==> src/rtl/uart_irq_pkg.sv <==
package uart_irq_pkg;

    localparam int STAT_W  = 4;
    localparam int N_SRC   = 4;
    localparam int N_DELTA = 4;

    // enable mask bit positions
    localparam int EN_RX    = 0;
    localparam int EN_TX    = 1;
    localparam int EN_LINE  = 2;
    localparam int EN_MODEM = 3;

    typedef enum logic [STAT_W-1:0] {
        IC_MODEM   = 4'h0,
        IC_NONE    = 4'h1,
        IC_TXEMPTY = 4'h2,
        IC_RXDATA  = 4'h4,
        IC_LINE    = 4'h6,
        IC_RXTMO   = 4'hC
    } irq_code_e;

endpackage

==> src/rtl/uart_irq_src.sv <==
module uart_irq_src #(
    parameter int N_DELTA = 4
) (
    input  logic               clk,
    input  logic               rst_n,
    input  logic               line_set_i,
    input  logic               line_clr_i,
    input  logic               tx_set_i,
    input  logic               tx_clr_i,
    input  logic [N_DELTA-1:0] chg_i,
    input  logic               delta_clr_i,
    output logic               line_o,
    output logic               tx_o,
    output logic [N_DELTA-1:0] delta_o
);

    typedef struct packed {
        logic               line;
        logic               tx;
        logic [N_DELTA-1:0] delta;
    } src_t;

    src_t st_d, st_q;

    always_comb begin
        st_d = st_q;
        // clear first, then set: a set in the same cycle wins
        if (line_clr_i) st_d.line = 1'b0;
        if (line_set_i) st_d.line = 1'b1;
        if (tx_clr_i)   st_d.tx   = 1'b0;
        if (tx_set_i)   st_d.tx   = 1'b1;
        if (delta_clr_i) st_d.delta = '0;
        st_d.delta = st_d.delta | chg_i;
    end

    always_ff @(posedge clk or negedge rst_n) begin
        if (!rst_n) st_q <= '0;
        else        st_q <= st_d;
    end

    assign line_o  = st_q.line;
    assign tx_o    = st_q.tx;
    assign delta_o = st_q.delta;

endmodule

==> src/rtl/uart_irq_pri.sv <==
module uart_irq_pri
    import uart_irq_pkg::*;
(
    input  logic [N_SRC-1:0]  en_i,
    input  logic              fifo_on_i,
    input  logic              line_i,
    input  logic              rx_avail_i,
    input  logic              rx_tmo_i,
    input  logic              tx_i,
    input  logic              modem_i,
    output logic [STAT_W-1:0] code_o
);

    logic rx_tmo_q;
    logic [N_SRC-1:0] req;
    irq_code_e lvl_code [N_SRC];

    assign rx_tmo_q = rx_tmo_i & fifo_on_i;

    // index 0 is the highest priority
    assign req[0] = line_i  & en_i[EN_LINE];
    assign req[1] = (rx_avail_i | rx_tmo_q) & en_i[EN_RX];
    assign req[2] = tx_i    & en_i[EN_TX];
    assign req[3] = modem_i & en_i[EN_MODEM];

    assign lvl_code[0] = IC_LINE;
    assign lvl_code[1] = rx_tmo_q ? IC_RXTMO : IC_RXDATA;
    assign lvl_code[2] = IC_TXEMPTY;
    assign lvl_code[3] = IC_MODEM;

    always_comb begin
        code_o = IC_NONE;
        for (int i = N_SRC - 1; i >= 0; i--) begin
            if (req[i]) code_o = lvl_code[i];
        end
    end

endmodule

==> src/rtl/uart_irq_ctrl.sv <==
module uart_irq_ctrl
    import uart_irq_pkg::*;
(
    input  logic               clk,
    input  logic               rst_n,
    input  logic [N_SRC-1:0]   en_mask_i,
    input  logic               fifo_on_i,
    input  logic               rx_avail_i,
    input  logic               rx_tmo_i,
    input  logic               line_err_evt_i,
    input  logic               thr_empty_evt_i,
    input  logic               thr_wr_i,
    input  logic [N_DELTA-1:0] modem_chg_i,
    input  logic               lsr_rd_i,
    input  logic               isr_rd_i,
    input  logic               msr_rd_i,
    input  logic               out_gate_i,
    input  logic               cont_en_i,
    output logic [STAT_W-1:0]  status_o,
    output logic [N_DELTA-1:0] delta_o,
    output logic               irq_o,
    output logic               irq_oe_o
);

    typedef struct packed {
        logic irq;
    } out_t;

    out_t o_d, o_q;
    logic line_p, tx_p;
    logic [N_DELTA-1:0] delta;
    logic [STAT_W-1:0] code;
    logic tx_rd_clr;

    assign tx_rd_clr = isr_rd_i & (code == IC_TXEMPTY);

    uart_irq_src #(.N_DELTA(N_DELTA)) i_src (
        .clk         (clk),
        .rst_n       (rst_n),
        .line_set_i  (line_err_evt_i),
        .line_clr_i  (lsr_rd_i),
        .tx_set_i    (thr_empty_evt_i),
        .tx_clr_i    (thr_wr_i | tx_rd_clr),
        .chg_i       (modem_chg_i),
        .delta_clr_i (msr_rd_i),
        .line_o      (line_p),
        .tx_o        (tx_p),
        .delta_o     (delta)
    );

    uart_irq_pri i_pri (
        .en_i       (en_mask_i),
        .fifo_on_i  (fifo_on_i),
        .line_i     (line_p),
        .rx_avail_i (rx_avail_i),
        .rx_tmo_i   (rx_tmo_i),
        .tx_i       (tx_p),
        .modem_i    (|delta),
        .code_o     (code)
    );

    always_comb begin
        o_d     = o_q;
        o_d.irq = ~code[0];
    end

    always_ff @(posedge clk or negedge rst_n) begin
        if (!rst_n) o_q <= '0;
        else        o_q <= o_d;
    end

    assign status_o = code;
    assign delta_o  = delta;
    assign irq_o    = o_q.irq;
    assign irq_oe_o = out_gate_i | cont_en_i;

endmodule

==> config.mk <==
export PLATFORM = sky130hd
export DESIGN_NAME = uart_irq_ctrl
export DESIGN_NICKNAME = d
export VERILOG_FILES = /design/src/rtl/uart_irq_pkg.sv /design/src/rtl/uart_irq_src.sv /design/src/rtl/uart_irq_pri.sv /design/src/rtl/uart_irq_ctrl.sv
export SDC_FILE = /design/constraint.sdc
export NUM_CORES = 1
export LEC_CHECK = 0
export BUFFER_PORTS_ARGS = -buffer_cell sky130_fd_sc_hd__buf_2
export CAP_MARGIN = 20
export CORE_AREA = 2 2 39 41
export DETAILED_ROUTE_END_ITERATION = 7
export DIE_AREA = 0 0 41 43
export SLEW_MARGIN = 25
export SYNTH_ARGS = -nofsm -noshare
export SYNTH_HDL_FRONTEND = slang
export SYNTH_SLANG_ARGS = --single-unit
==> constraint.sdc <==
create_clock -name clk -period 2.3 [get_ports clk]
set_clock_uncertainty 0.2 [all_clocks]
set_input_delay 0.46 -clock clk [delete_from_list [all_inputs] [get_ports clk]]
set_output_delay 0.46 -clock clk [all_outputs]
set_load 0.05 [all_outputs]
**Word level (Yosys, flattened, before mapping)**

Index checks and enable logic that the tools add are counted.

- Register bits: 7
- Bits in latches: 0
- RAM bits: 0
- ROM bits: 0
- Input port bits: 21
- Output and inout port bits: 10
- Logic and storage cells: 29
- Memories: 0

- Add/subtract/negate cells: 0
- Multiply operators: 0
- Divide/modulo/power cells: 0
- $lt $le $gt $ge: 0
- Eq/ne operators: 1
- Shift operators: 0
- Muxes and demuxes: 10
- Bitwise gates (word level): 11
- Reduce and logical (&&, ||, !) cells: 3

Operators with widths:

| cell | number |
|---|---|
| 2-to-1 mux 4 bit | 4 |
| bitwise AND 1 bit | 6 |
| 2-to-1 mux 1 bit | 5 |
| equality test 4 x 2 -> 1 bit (second input constant) | 1 |
| OR 4 bit | 1 |
| nonzero test 2 bit | 2 |
| OR reduction 4 bit | 1 |
| OR 1 bit | 3 |
| 2-to-1 mux 2 bit | 1 |
| NOT 1 bit | 1 |

**Logic depth before layout (Yosys ltp)**

- Depth in word-level cells: 11
- Depth in mapped cells: 3
- Depth with buffers taken out: 3

**Hierarchy**

From an unflattened synthesis, not the netlist that was laid out.

- Cells, all modules: 32
- Area total of the unflattened synthesis: 330.3 sq um

By module, submodules not included:

| module | instances | cells an instance | area an instance (sq um) | seq. area each (sq um) |
|---|---|---|---|---|
| uart_irq_src | 1 | 15 | 206.4 | 150.1 |
| uart_irq_pri | 1 | 11 | 67.6 | 0.0 |
| uart_irq_ctrl | 1 | 6 | 56.3 | 25.0 |

**Worst setup path after synthesis**

OpenSTA, ideal clock, no wires.

- Path kind: register to output
- Start point: register i_src.st_q, in the netlist i_src.delta_o[0]
- End point: output port status_o[0]
- Arrival: 1,469 ps
- Data required time: 1,640 ps
- Slack: 171 ps
- Cell stages (with the launch flop): 3
- Buffers on the path: 0
- Cells stage by stage: dfrtp_1 > o41ai_2 > and3_1

- Longest elaborated chain between the ends: 6

Ends and longest elaborated chain:

| item | RTL line | source |
|---|---|---|
| from (decl) | uart_irq_src.sv:23 | `src_t st_d, st_q;` |
| from (signal assigned) | uart_irq_src.sv:38 | `else st_q <= st_d;` |
| OR reduction 4 bit | uart_irq_ctrl.sv:58 | `.modem_i (\|delta),` |
| bitwise AND 1 bit | uart_irq_pri.sv:24 | `assign req[3] = modem_i & en_i[EN_MODEM];` |
| 2-to-1 mux 1 bit | uart_irq_pri.sv:34 | `if (req[i]) code_o = lvl_code[i];` |
| 2-to-1 mux 2 bit | uart_irq_pri.sv:34 |  |
| 2-to-1 mux 4 bit (2 in a row) | uart_irq_pri.sv:34 |  |
| to (decl) | uart_irq_ctrl.sv:19 | `output logic [STAT_W-1:0] status_o,` |

Every way passes these cells.

**Worst setup path in the final report**

Same ends and word-level chain as after synthesis.

==> impl_metrics.toml <==
[outcome]
outcome = "complete, no violations"

[sta]
fmax_mhz = 467
tightest_slew_ns = 0.289
max_slew_margin_pct = 80.5
setup_tns_ns = 0
period_minus_slack_ns = 2.14
finalWorstSetupSlack_ns = 0.160
grt_setup_unrepaired = "no"
setup_viol = 0
report.final.slew_viol_count = 0
min_period_over_period_pct = 93.0
hold_viol = 0

[pwr]
p_leak_nw = 0.306
p_per_area_nw_per_um2 = 645
vdd_drop_max_uv = 296

[worst_setup_path]
path_max_fanout = 3
crit_required_ns = 1.64
cp_slowest_stage_delay_ns = 0.40
cp_cell_sequence = "o41ai_2 > and3_1 > buf_2"
cp.depth = 3
rr_worst_depth = 2
crit_slowest_cell = "dfrtp_1"
setup.worst_path.start_class = "flop"
crit_type = "flop to primary output"
crit_arrival_ns = 1.48
critical_path_buf_inv_count = 1
setup.worst_path.end_class = "primary output"
crit_family = "flip-flops"

[final_layout]
antenna_cells = 0
area_delta_synth_final_pct = 63.5
final_cell_mix = "buf_2 (30), a21o_1 (7), dfrtp_1 (7), inv_1 (4), nand2_1 (4)"
final_common_cell = "buf_2"
drive_gt1_share_pct = 54.5
nets = 88

[synth]
ys_ff_latch = 7
postSynthNetCount = 52
yosys_warnings = 0
synth_cell_types = 12
synth_area_leaders = "dfrtp_1 (54%), a21o_1 (16%), o41ai_2 (5.0%)"
syn_avg_cell_area_um2 = 10.5
yosys.area.top_type_share_pct = 53.8
yosysTopAreaCell = "dfrtp_1"
synth_seq_area_share_pct = 53.8
syn-cell-area_um2 = 325
synthCells = 31

[grt]
grt_max_degree = 8
antenna_found_initial = 0
grt_pass1_wl_mm = 1.19
grt_pass1_vias = 322
gr-usage-all-layers_pct = 10.4
overflow = 0

[detailed_routing]
drt_iter0_drc = 3
drt-total-wl_um = 746
avgRoutedWirePerCell_um = 9.10
vias = 342
ant_nets = 0
drt_pass1_iterations = 3
viasPerCell = 4.17
drc = 0

[clock_network]
htree_levels = 1
clk_pin_slew_ns = 0.05
cts_tree = "built"
insertion_delay_ns = 0.24
cts_root_buffer = "clkbuf_4"
cts_buffers = 3
clock_sink_count = 7
ctsLongestPathBuffers = 2

[placement]
gp_congestion = 0.686
port_buffers = 30
place_ws_ns = 0.250

[floorplanning]
dieArea_um2 = 1760
die_h_um = 43
rows = 14
initial_utilization_pct = 23.5
io_pins = 31
core-area_um2 = 1380
die_w_um = 41

[job]
max_cap_viol_count = 0

[hold_path]
hold_class = "input port to flop"
hold_depth = 2
## cells in the mapped netlist
cell type  count
a21o_1         7
dfrtp_1        7
inv_1          4
nand2_1        4
a21oi_1        2
a21boi_2       1
and3_1         1
and4_1         1
nand3_1        1
nor2_1         1
o41ai_2        1
or2_2          1
## cells by family after synthesis
logic type / synth area share, %
buf+inv: 4.61
simple gates: 13.8
flops: 53.8
compound gates: 27.7
## path summary, 6_finish.rpt
check / startpoint / endpoint / slack [ns]
worst max register to register: i_src.delta_o[0]$_DFF_PN0_ / irq_o$_DFF_PN0_ / 1.08
max in group asynchronous: rst_n / i_src.delta_o[3]$_DFF_PN0_ / 1.37
min in group asynchronous: rst_n / i_src.delta_o[1]$_DFF_PN0_ / 0.37
worst max-delay path: i_src.delta_o[0]$_DFF_PN0_ / status_o[0] / 0.16
worst min register to register: i_src.line_o$_DFFE_PN0P_ / i_src.line_o$_DFFE_PN0P_ / 0.28
worst min-delay path: modem_chg_i[0] / i_src.delta_o[0]$_DFF_PN0_ / 0.19
## sequential cells by signal, summed over array words and instances, names as in the netlist
| name | count |
|---|---|
| i_src.delta_o | 4 |
| i_src.line_o | 1 |
| i_src.tx_o | 1 |
| irq_o | 1 |
## area by class of cell
type / instances / area (µm²)
timing repair buffer: 31 / 160
sequential: 7 / 175
clock buffer: 4 / 26.3
fill: 159 / 852
tap: 16 / 20.0
multi-input combinational: 20 / 135
inverter: 4 / 15.0
## report_power, final
group          internal [mW]  switching, mW
Sequential             0.132        0.00597
Combinational         0.0326         0.0653
Clock                 0.0659         0.0408
Total                  0.231          0.112
## metal layers
layer	routed length [µm]	GRT usage, %	part of all wire, %
met1	300	12.2	40
met2	382	14.1	51
met3	63	7.85	8.4
met4	0	4.00	0
met5	0	0	0
## per-stage QoR
step | std cells | utilization [%] | hold slack, ns | power (mW) | area (µm²)
after floorplan | 31 | - | -0.0356 | 0.203 | 325
after global placement | 77 | 35.8 | 0.102 | 0.237 | 495
after detailed placement | 77 | 35.8 | 0.101 | 0.238 | 495
after CTS | 82 | 38.4 | 0.181 | 0.350 | 532
after global routing | 82 | 38.4 | 0.177 | 0.370 | 532
final | 82 | 38.4 | 0.188 | 0.343 | 532
## timing repair
item,4_1_cts,5_1_grt
resized for setup,0,0
hold buffers,1,0
buffers inserted,0,0
endpoints found under the hold margin,7,0
(Power assumes the default switching activity.)
